`src/rtl/i2c_blockreg_slave.sv`:
```
module i2c_blockreg_slave #(
  parameter logic [6:0] DEV_ADDR = 7'h69,
  parameter int NREG = 13
) (
  input  logic              clk,
  input  logic              rst_n,
  input  logic              scl_i,
  input  logic              sda_i,
  output logic              sda_oe,
  input  logic [4:0]        strap_i,
  input  logic              wd_flag_i,
  output logic [NREG*8-1:0] regs_o,
  output logic              ssc_center,
  output logic              ssc_en,
  output logic              ssc_wide
);
  localparam int PW = $clog2(NREG + 1);
  localparam logic [2:0] S_IDLE = 3'd0, S_ADDR = 3'd1, S_WR = 3'd2, S_ACK = 3'd3,
                         S_RD = 3'd4, S_MACK = 3'd5, S_MLD = 3'd6;

  function automatic logic [7:0] dflt(int i);
    case (i)
      1:       return 8'hCF;
      2, 3:    return 8'hFF;
      4:       return 8'h07;
      5:       return 8'h93;
      7:       return 8'h20;
      default: return 8'h00;
    endcase
  endfunction

  function automatic logic [7:0] wmask(int i);
    case (i)
      4:       return 8'h07;
      6:       return 8'hBF;
      11, 12:  return 8'h00;
      default: return 8'hFF;
    endcase
  endfunction

  logic [2:0]    scl_s, sda_s, st;
  logic [7:0]    sh, rbyte;
  logic [3:0]    bitc;
  logic [1:0]    widx;
  logic          rw;
  logic [PW-1:0] ptr;
  logic [7:0]    rf   [NREG];
  logic [7:0]    view [NREG];

  wire scl_rise = scl_s[1] & ~scl_s[2];
  wire scl_fall = ~scl_s[1] & scl_s[2];
  wire start    = scl_s[1] & scl_s[2] & sda_s[2] & ~sda_s[1];
  wire stop     = scl_s[1] & scl_s[2] & ~sda_s[2] & sda_s[1];

  for (genvar g = 0; g < NREG; g++) begin : g_view
    localparam logic [7:0] WM = wmask(g);
    logic [7:0] rov;
    assign rov = (g == 4)  ? {strap_i, 3'b000} :
                 (g == 6)  ? {1'b0, wd_flag_i, 6'b0} :
                 (g == 11) ? 8'h62 :
                 (g == 12) ? 8'h41 : 8'h00;
    assign view[g] = (rf[g] & WM) | (rov & ~WM);
    assign regs_o[g*8 +: 8] = view[g];
  end

  assign ssc_center = view[1][6];
  assign ssc_en     = view[1][5];
  assign ssc_wide   = view[1][4];

  always_comb begin
    rbyte = 8'hFF;
    for (int i = 0; i < NREG; i++)
      if (ptr == PW'(i)) rbyte = view[i];
  end

  always_ff @(posedge clk or negedge rst_n) begin
    if (!rst_n) begin
      scl_s <= 3'b111; sda_s <= 3'b111; st <= S_IDLE; sh <= '0; bitc <= '0;
      widx <= '0; rw <= 1'b0; ptr <= '0; sda_oe <= 1'b0;
      for (int i = 0; i < NREG; i++) rf[i] <= dflt(i);
    end else begin
      scl_s <= {scl_s[1:0], scl_i};
      sda_s <= {sda_s[1:0], sda_i};
      if (start) begin
        st <= S_ADDR; bitc <= '0; widx <= '0; ptr <= '0; sda_oe <= 1'b0;
      end else if (stop) begin
        st <= S_IDLE; sda_oe <= 1'b0;
      end else begin
        case (st)
          S_ADDR, S_WR:
            if (scl_rise) begin
              sh <= {sh[6:0], sda_s[1]};
              bitc <= bitc + 4'd1;
            end else if (scl_fall && bitc == 4'd8) begin
              bitc <= '0;
              if (st == S_ADDR) begin
                if (sh[7:1] == DEV_ADDR) begin
                  rw <= sh[0]; sda_oe <= 1'b1; st <= S_ACK;
                end else st <= S_IDLE;
              end else begin
                sda_oe <= 1'b1; st <= S_ACK;
                if (widx != 2'd2) widx <= widx + 2'd1;
                else begin
                  for (int i = 0; i < NREG; i++)
                    if (ptr == PW'(i)) rf[i] <= sh;
                  if (ptr != PW'(NREG)) ptr <= ptr + 1'b1;
                end
              end
            end
          S_ACK:
            if (scl_fall) begin
              bitc <= '0;
              if (rw) begin
                sh <= rbyte; sda_oe <= ~rbyte[7]; st <= S_RD;
              end else begin
                sda_oe <= 1'b0; st <= S_WR;
              end
            end
          S_RD:
            if (scl_fall) begin
              if (bitc == 4'd7) begin
                sda_oe <= 1'b0; st <= S_MACK;
                if (ptr != PW'(NREG)) ptr <= ptr + 1'b1;
              end else begin
                sda_oe <= ~sh[6]; sh <= {sh[6:0], 1'b0}; bitc <= bitc + 4'd1;
              end
            end
          S_MACK:
            if (scl_rise) st <= sda_s[1] ? S_IDLE : S_MLD;
          S_MLD:
            if (scl_fall) begin
              sh <= rbyte; sda_oe <= ~rbyte[7]; bitc <= '0; st <= S_RD;
            end
          default: st <= S_IDLE;
        endcase
      end
    end
  end
endmodule


```
`config.mk`:
```
export PLATFORM = sky130hd
export DESIGN_NAME = i2c_blockreg_slave
export DESIGN_NICKNAME = d
export VERILOG_FILES = /design/src/rtl/i2c_blockreg_slave.sv
export SDC_FILE = /design/constraint.sdc
export NUM_CORES = 1
export LEC_CHECK = 0
export ABC_AREA = 1
export ABC_CLOCK_PERIOD_IN_PS = 2300
export CORE_ASPECT_RATIO = 2
export CORE_MARGIN = 1
export CORE_UTILIZATION = 30
export CTS_CLUSTER_SIZE = 16
export DETAILED_ROUTE_END_ITERATION = 10
export GPL_ROUTABILITY_DRIVEN = 0
export SLEW_MARGIN = 20
export SYNTH_ARGS = -nofsm -noshare
export SYNTH_HDL_FRONTEND = slang
export SYNTH_SLANG_ARGS = --single-unit
export TNS_END_PERCENT = 10
```
`constraint.sdc`:
```
create_clock -name clk -period 2.3 [get_ports clk]
set_clock_uncertainty 0.05 [all_clocks]
set_input_delay 0.46 -clock clk [delete_from_list [all_inputs] [get_ports clk]]
set_output_delay 0.46 -clock clk [all_outputs]
set_load 0.02 [all_outputs]
```
==> results.ini, run 1 <==
[global_route]
antenna_found_initial=0
grt_pass1_vias=5492
grt_pass1_wl_um=30400
grt_max_degree=54
grt-ovfl-total=0
grt_usage_pct=18.9

[placement]
portBuffers=101
pre_cts_slack_ns=0.00882
dp_hpwl_um=15300

[sta]
period_minus_slack_ns=2.14
max-slew-margin-rel_pct=59.1
drv_slew=0
finalHoldWorstSlack_ns=-0.00385
tightest_slew_ns=0.610
grt_setup_unrepaired=false
fmax_mhz=467
fin_ws_ns=0.160
setup_violations=0
setup_tns_ns=0
min_period_over_period_pct=93.1
finalHoldViolCount=1

[floorplanning]
coreArea_mm2=0.0204
die_x_um=104
die_area_mm2=0.0214
num_rows=74
initial_core_util_pct=30.6
die_y_um=206
ios=118

[power]
power_leakage_nw=3.53
power_density_mw_per_mm2=852
peakVddDrop_mv=0.398

[layout]
final_core_util_pct=38.9
diodes=0
fin_nets=930
area.growth.synth_to_final_pct=27.1
drive_gt1_share_pct=16.9

[clock_network]
cts_sinks=111
cts-hold-fix-buffers=0
cts_buffer_depth=2
numCtsBuffers=9
cts_root_buf=clkbuf_16
tritoncts=yes
insertion_delay_ns=0.37
htree_levels=3
path_clk_slew_ns=0.08

[synth]
synthTopCellsByCount=nand2_1, o21ai_0, nor2_1, inv_1, dfrtp_1
ys_top_cells_by_area=dfrtp_1, dfstp_2, nand2_1, o21ai_0, nor2_1
synth_area_mm2=0.00623
synth_most_common_cell=nand2_1
synth-seq-area-share_pct=45.3
yosys_warnings=0
synth_cell_types=46
synthCells=797
async_reset_ff_share_pct=100
ys.flop_type=dfrtp_1
synth_seq_cells=111
syn_area_per_cell_um2=7.81
synthDominantCellAreaShare_pct=30.1
yosys.area.top_type=dfrtp_1
synth_edf_count=0

[worst_setup_path]
reg2reg_from=ptr[0]$_DFFE_PN0P_
crit_top_cell=clkdlybuf4s50_1
r2r_setup_slack_ns=0.17
path_cells=clkdlybuf4s50_1, clkdlybuf4s50_1
worst_setup_path_end_kind=output port
worstPathArrival_ns=1.63
reg2reg_to=sh[0]$_DFFE_PN0P_
worst-path-buf-inv=2
slowest_delay_ns=0.63
crit_family=buffers and inverters
slowest_stage=clkdlybuf4s50_1
cp.required_ns=1.79
start_kind=input port
reg2reg_depth=16
critical_path_class=input port to output port
crit_fanout=2

[drt]
vias_per_cell=4.76
post_drt_wl_per_cell_um=16.7
wl_um=19800
dr.pass1.iters=5
drcViolationCount=0
num_vias=5639
drtAntennaViolNets=0
drtIter0Drc=281

[outcome]
violations=negative hold slack
status=finished with violations

[worst_hold_path]
hold_class=input port to async pin

[job]
cap_violations=0

## flip-flops by register name, summed over array words and instances (netlist names)
signal / count
scl_s: 3
widx: 2
rw: 1
sh: 8
regs_o: 72
sda_oe: 1
ptr: 4
st: 3
rf: 10
bitc: 4
sda_s: 3
## worst max-delay path by stage
stage                       startpoint                  to  slack (ns)  cells after the start
finish                      strap_i[2]          regs_o[37]        0.16                      2
global route        ptr[3]$_DFFE_PN0P_   sh[6]$_DFFE_PN0P_        0.02                     16
CTS                 ptr[1]$_DFFE_PN0P_  sda_oe$_DFFE_PN0P_        0.03                     19
detailed placement  ptr[0]$_DFFE_PN0P_  sda_oe$_DFFE_PN0P_       0.009                     18
global placement    ptr[0]$_DFFE_PN0P_  sda_oe$_DFFE_PN0P_        0.04                     18
floorplan           ptr[1]$_DFFE_PN0P_  sda_oe$_DFFE_PN0P_        0.30                     17
## kinds of logic (layout without fill, tap and decap cells)
| family | after synthesis | after routing | synth area share [%] |
|---|---|---|---|
| other | 2 | 16 | 0.121 |
| flip-flops | 111 | 111 | 45.3 |
| XOR/XNOR | 1 | 1 | 0.141 |
| buffers and inverters | 135 | 242 | 11.1 |
| AND/OR/NAND/NOR | 408 | 408 | 30.4 |
| AO/OA/AOI/OAI | 133 | 133 | 11.6 |
| adder cells (fa/ha/maj) | 7 | 7 | 1.41 |
## per-stage QoR
step | std cells | hold WS [ns] | area (um^2) | power, mW
2_1_floorplan | 811 | 0.114 | 6280 | 4.14
3_3_place_gp | 1164 | 0.296 | 7560 | 5.16
3_5_place_dp | 1164 | 0.297 | 7560 | 5.18
4_1_cts | 1180 | 0.00657 | 7820 | 6.64
5_1_grt | 1184 | 0.0341 | 7920 | 7.25
6_report | 1184 | -0.00385 | 7920 | 6.75
## repair_timing
item	in CTS	in global routing
setup endpoints to repair	1	8
buffers inserted	0	4
pin swaps	0	2
gates resized for setup	1	22
## cells in the final DEF (no fill, tap or decap), drive strengths merged, types with 11 or more instances in the layout
| cell | netlist | routed |
|---|---|---|
| nand2 | 232 | 232 |
| clkdlybuf4s50 | 0 | 100 |
| nor2 | 95 | 95 |
| o21ai | 93 | 93 |
| inv | 88 | 88 |
| dfrtp | 75 | 75 |
| nand3 | 49 | 49 |
| buf | 39 | 37 |
| dfstp | 36 | 36 |
| a21oi | 22 | 22 |
| conb | 2 | 16 |
| clkbuf | 6 | 11 |
## area by class of cell
cell class / count / area (um^2)
clock buffer: 11 / 233
clock inverter: 5 / 25.0
fill: 2137 / 12500
inverter: 89 / 344
multi-input combinational: 565 / 2820
sequential: 111 / 2830
tap: 266 / 333
timing repair buffer: 137 / 1340
## power breakdown
group,leakage (nW),total [mW],internal (mW),switching (mW)
logic,2.02,3.07,1.02,2.05
clock network,0.133,1.44,0.727,0.715
registers,1.38,2.24,2.10,0.136
total,3.53,6.75,3.85,2.90
## per-layer routing
| layer | global-route usage, % | wire, um | up-vias |
|---|---|---|---|
| li1 | - | - | 2744 |
| met1 | 17.5 | 6790 | 2631 |
| met2 | 36.3 | 10900 | 191 |
| met3 | 3.23 | 745 | 73 |
| met4 | 14.7 | 1310 | 0 |
| met5 | 0 | 0 | - |
(Power assumes the default switching activity.)
==> run 2, diff against run 1 <==
--- a/config.mk
+++ b/config.mk
@@ -8,8 +8,9 @@
 export ABC_AREA = 1
 export ABC_CLOCK_PERIOD_IN_PS = 2300
 export CORE_ASPECT_RATIO = 2
-export CORE_MARGIN = 1
+export CORE_MARGIN = 2
 export CORE_UTILIZATION = 30
+export CTS_CLUSTER_DIAMETER = 40
 export CTS_CLUSTER_SIZE = 16
 export DETAILED_ROUTE_END_ITERATION = 10
 export GPL_ROUTABILITY_DRIVEN = 0
==> run 2 against run 1 <==
- the flow now finishes without violations
- critical path depth is 8 higher
- register-to-register slack worse by 0.12 ns
- sequential cell count stayed put
- via count is 1.6% lower
- sequential power hardly changed
- core utilization is 0.14 points higher
- global-route usage is 0.77 points lower
- worst setup slack worse by 0.10 ns
- combinational power is 3% lower
- maximum frequency is 4.7% lower
- count of clock-buffer cells in the layout is 1 lower
- sequential share of layout area is 0.16 points lower
- critical path type is now flop to flop
==> results.ini, run 2 (synthesized netlist as in run 1, its figures left out) <==
[outcome]
status=completed

[global_route]
grt_usage_pct=18.2  ; -0.77 points
antenna_found_initial=0  ; unchanged
grt_max_degree=61  ; +13%
grt-ovfl-total=0  ; unchanged
grt_pass1_wl_um=30400  ; about the same
grt_pass1_vias=5484  ; -0.15%

[power]
peakVddDrop_mv=0.402  ; +1.1%
power_density_mw_per_mm2=870  ; +2.0%
power_leakage_nw=3.55  ; +0.71%

[layout]
layoutNonFillerInstCount=1187  ; +0.25%
most-common-layout-cells=nand2_1, clkdlybuf4s50_1, o21ai_0
diodes=0  ; unchanged
fin_nets=933  ; +0.32%
design_area_mm2=0.00795  ; +0.36%
drive_gt1_share_pct=16.1  ; -0.82 points
largest_reg_flops=72  ; unchanged
final_common_cell=nand2_1
final_core_util_pct=39.0  ; +0.14 points
fillers=2122  ; -0.70%
area.growth.synth_to_final_pct=27.6

[sta]
drv_slew=0  ; unchanged
max-slew-margin-rel_pct=62.6  ; +3.6 points
tightest_slew_ns=0.560  ; -0.0506 ns
period_minus_slack_ns=2.25  ; +0.105 ns
setup_violations=0  ; unchanged
finalHoldWorstSlack_ns=0.307  ; +0.311 ns
fin_ws_ns=0.0548  ; -0.105 ns
finalHoldViolCount=0  ; -1
grt_setup_unrepaired=true
fmax_mhz=445  ; -4.7%
min_period_over_period_pct=97.6  ; +4.6 points

[worst_hold_path]
hold_class=flop to flop
holdPathStages=0
hold-path-endpoint=sda_s[1]$_DFF_PN1_
min_from=sda_s[0]$_DFF_PN1_

[placement]
placed_cell_area_mm2=0.00757  ; about the same
dp_hpwl_um=15300  ; +0.15%
place_inst=1166  ; +0.17%
pre_cts_slack_ns=0.0546  ; +0.0458 ns
portBuffers=101  ; unchanged

[floorplanning]
die_y_um=208  ; +0.97%
num_rows=74  ; unchanged
initial_core_util_pct=30.6  ; unchanged
die_area_mm2=0.0220  ; +2.9%
die_x_um=106  ; +1.9%
ios=118  ; unchanged
coreArea_mm2=0.0204  ; unchanged

[drt]
vias_per_cell=4.67  ; -1.9%
dr.pass1.iters=5  ; unchanged
wl_um=19600  ; -0.82%
drtAntennaViolNets=0  ; unchanged
num_vias=5548  ; -1.6%
post_drt_wl_per_cell_um=16.5  ; -1.1%
drcViolationCount=0  ; unchanged
drtIter0Drc=361  ; +28%

[worst_setup_path]
start_kind=flop
worst_setup_path_end_kind=flop
crit_fanout=7  ; +5
critical_path_class=flop to flop
reg2reg_depth=10  ; -6
reg2reg_from=scl_s[2]$_DFF_PN1_
reg2reg_to=sh[4]$_DFFE_PN0P_
r2r_setup_slack_ns=0.05  ; -0.12 ns
worstPathArrival_ns=2.48  ; +0.85 ns
cp.required_ns=2.53  ; +0.74 ns

[clock_network]
cts_root_buf=clkbuf_16
numCtsBuffers=9  ; unchanged
insertion_delay_ns=0.36  ; about the same
tritoncts=yes
htree_levels=3  ; unchanged
path_clk_slew_ns=0.08  ; about the same
cts_buffer_depth=2  ; unchanged
cts_sinks=111  ; unchanged

[job]
cap_violations=0  ; unchanged

[run 2: routing by layer]
layer  up-vias  part of all wire, %  global-route usage [%]
met5         -                    0                       0
met4         0                  4.5                    9.26
met3        47                  3.6                    2.32
met2       157                   58                    36.2
met1      2589                   33                    17.6
li1       2755                    -                       -
[run 2: worst max-delay path: stages (launching register included)]
cell     delay, ns
dfstp_2       0.53
inv_1         0.04
nor2_1        0.29
inv_1         0.13
nand2_1       0.10
o21ai_0       0.12
or3_4         0.44
nor2_8        0.12
buf_4         0.17
nor2_1        0.05
a21oi_1       0.14
[run 2: worst max path at each step]
stage                  startpoint            endpoint  slack, ns  cells after the start
2_1_floorplan  ptr[1]$_DFFE_PN0P_  sda_oe$_DFFE_PN0P_       0.30                     17
3_3_place_gp   ptr[1]$_DFFE_PN0P_  sda_oe$_DFFE_PN0P_       0.08                     17
3_5_place_dp   ptr[0]$_DFFE_PN0P_  sda_oe$_DFFE_PN0P_       0.05                     18
4_1_cts        ptr[1]$_DFFE_PN0P_  sda_oe$_DFFE_PN0P_       0.03                     17
5_1_grt        scl_s[2]$_DFF_PN1_   sh[7]$_DFFE_PN0P_      -0.06                     10
6_report       scl_s[2]$_DFF_PN1_   sh[4]$_DFFE_PN0P_       0.05                     10
[run 2: repair_timing]
item | 4_1_cts | 5_1_grt
hold buffers | 1 | 0
gates resized for setup | 0 | 9
setup buffers | 0 | 4
hold endpoints to repair | 7 | 0
setup endpoints to repair | 0 | 63
[run 2: stage by stage]
| step | setup TNS, ns | power [mW] |
|---|---|---|
| 2_1_floorplan | 0 | 4.14 |
| 3_3_place_gp | 0 | 5.15 |
| 3_5_place_dp | 0 | 5.17 |
| 4_1_cts | 0 | 6.89 |
| 5_1_grt | -0.292 | 7.36 |
| 6_report | 0 | 6.91 |
[run 2: cell type report]
class / instances / area [um^2] / area share (%)
multi-input cells: 565 / 2790 / 35.1
repair buffers: 140 / 1340 / 16.9
clock inverters: 6 / 83.8 / 1.05
clock buffers: 10 / 239 / 3.01
inverters: 89 / 342 / 4.30
flip-flops and latches: 111 / 2820 / 35.5
well taps: 266 / 333 / 4.19
[run 2: where the power goes]
group	switching (mW)	leakage (nW)	internal [mW]
Clock	0.721	0.162	0.981
Sequential	0.130	1.38	2.10
Combinational	2.00	2.01	0.987
Total	2.85	3.55	4.06
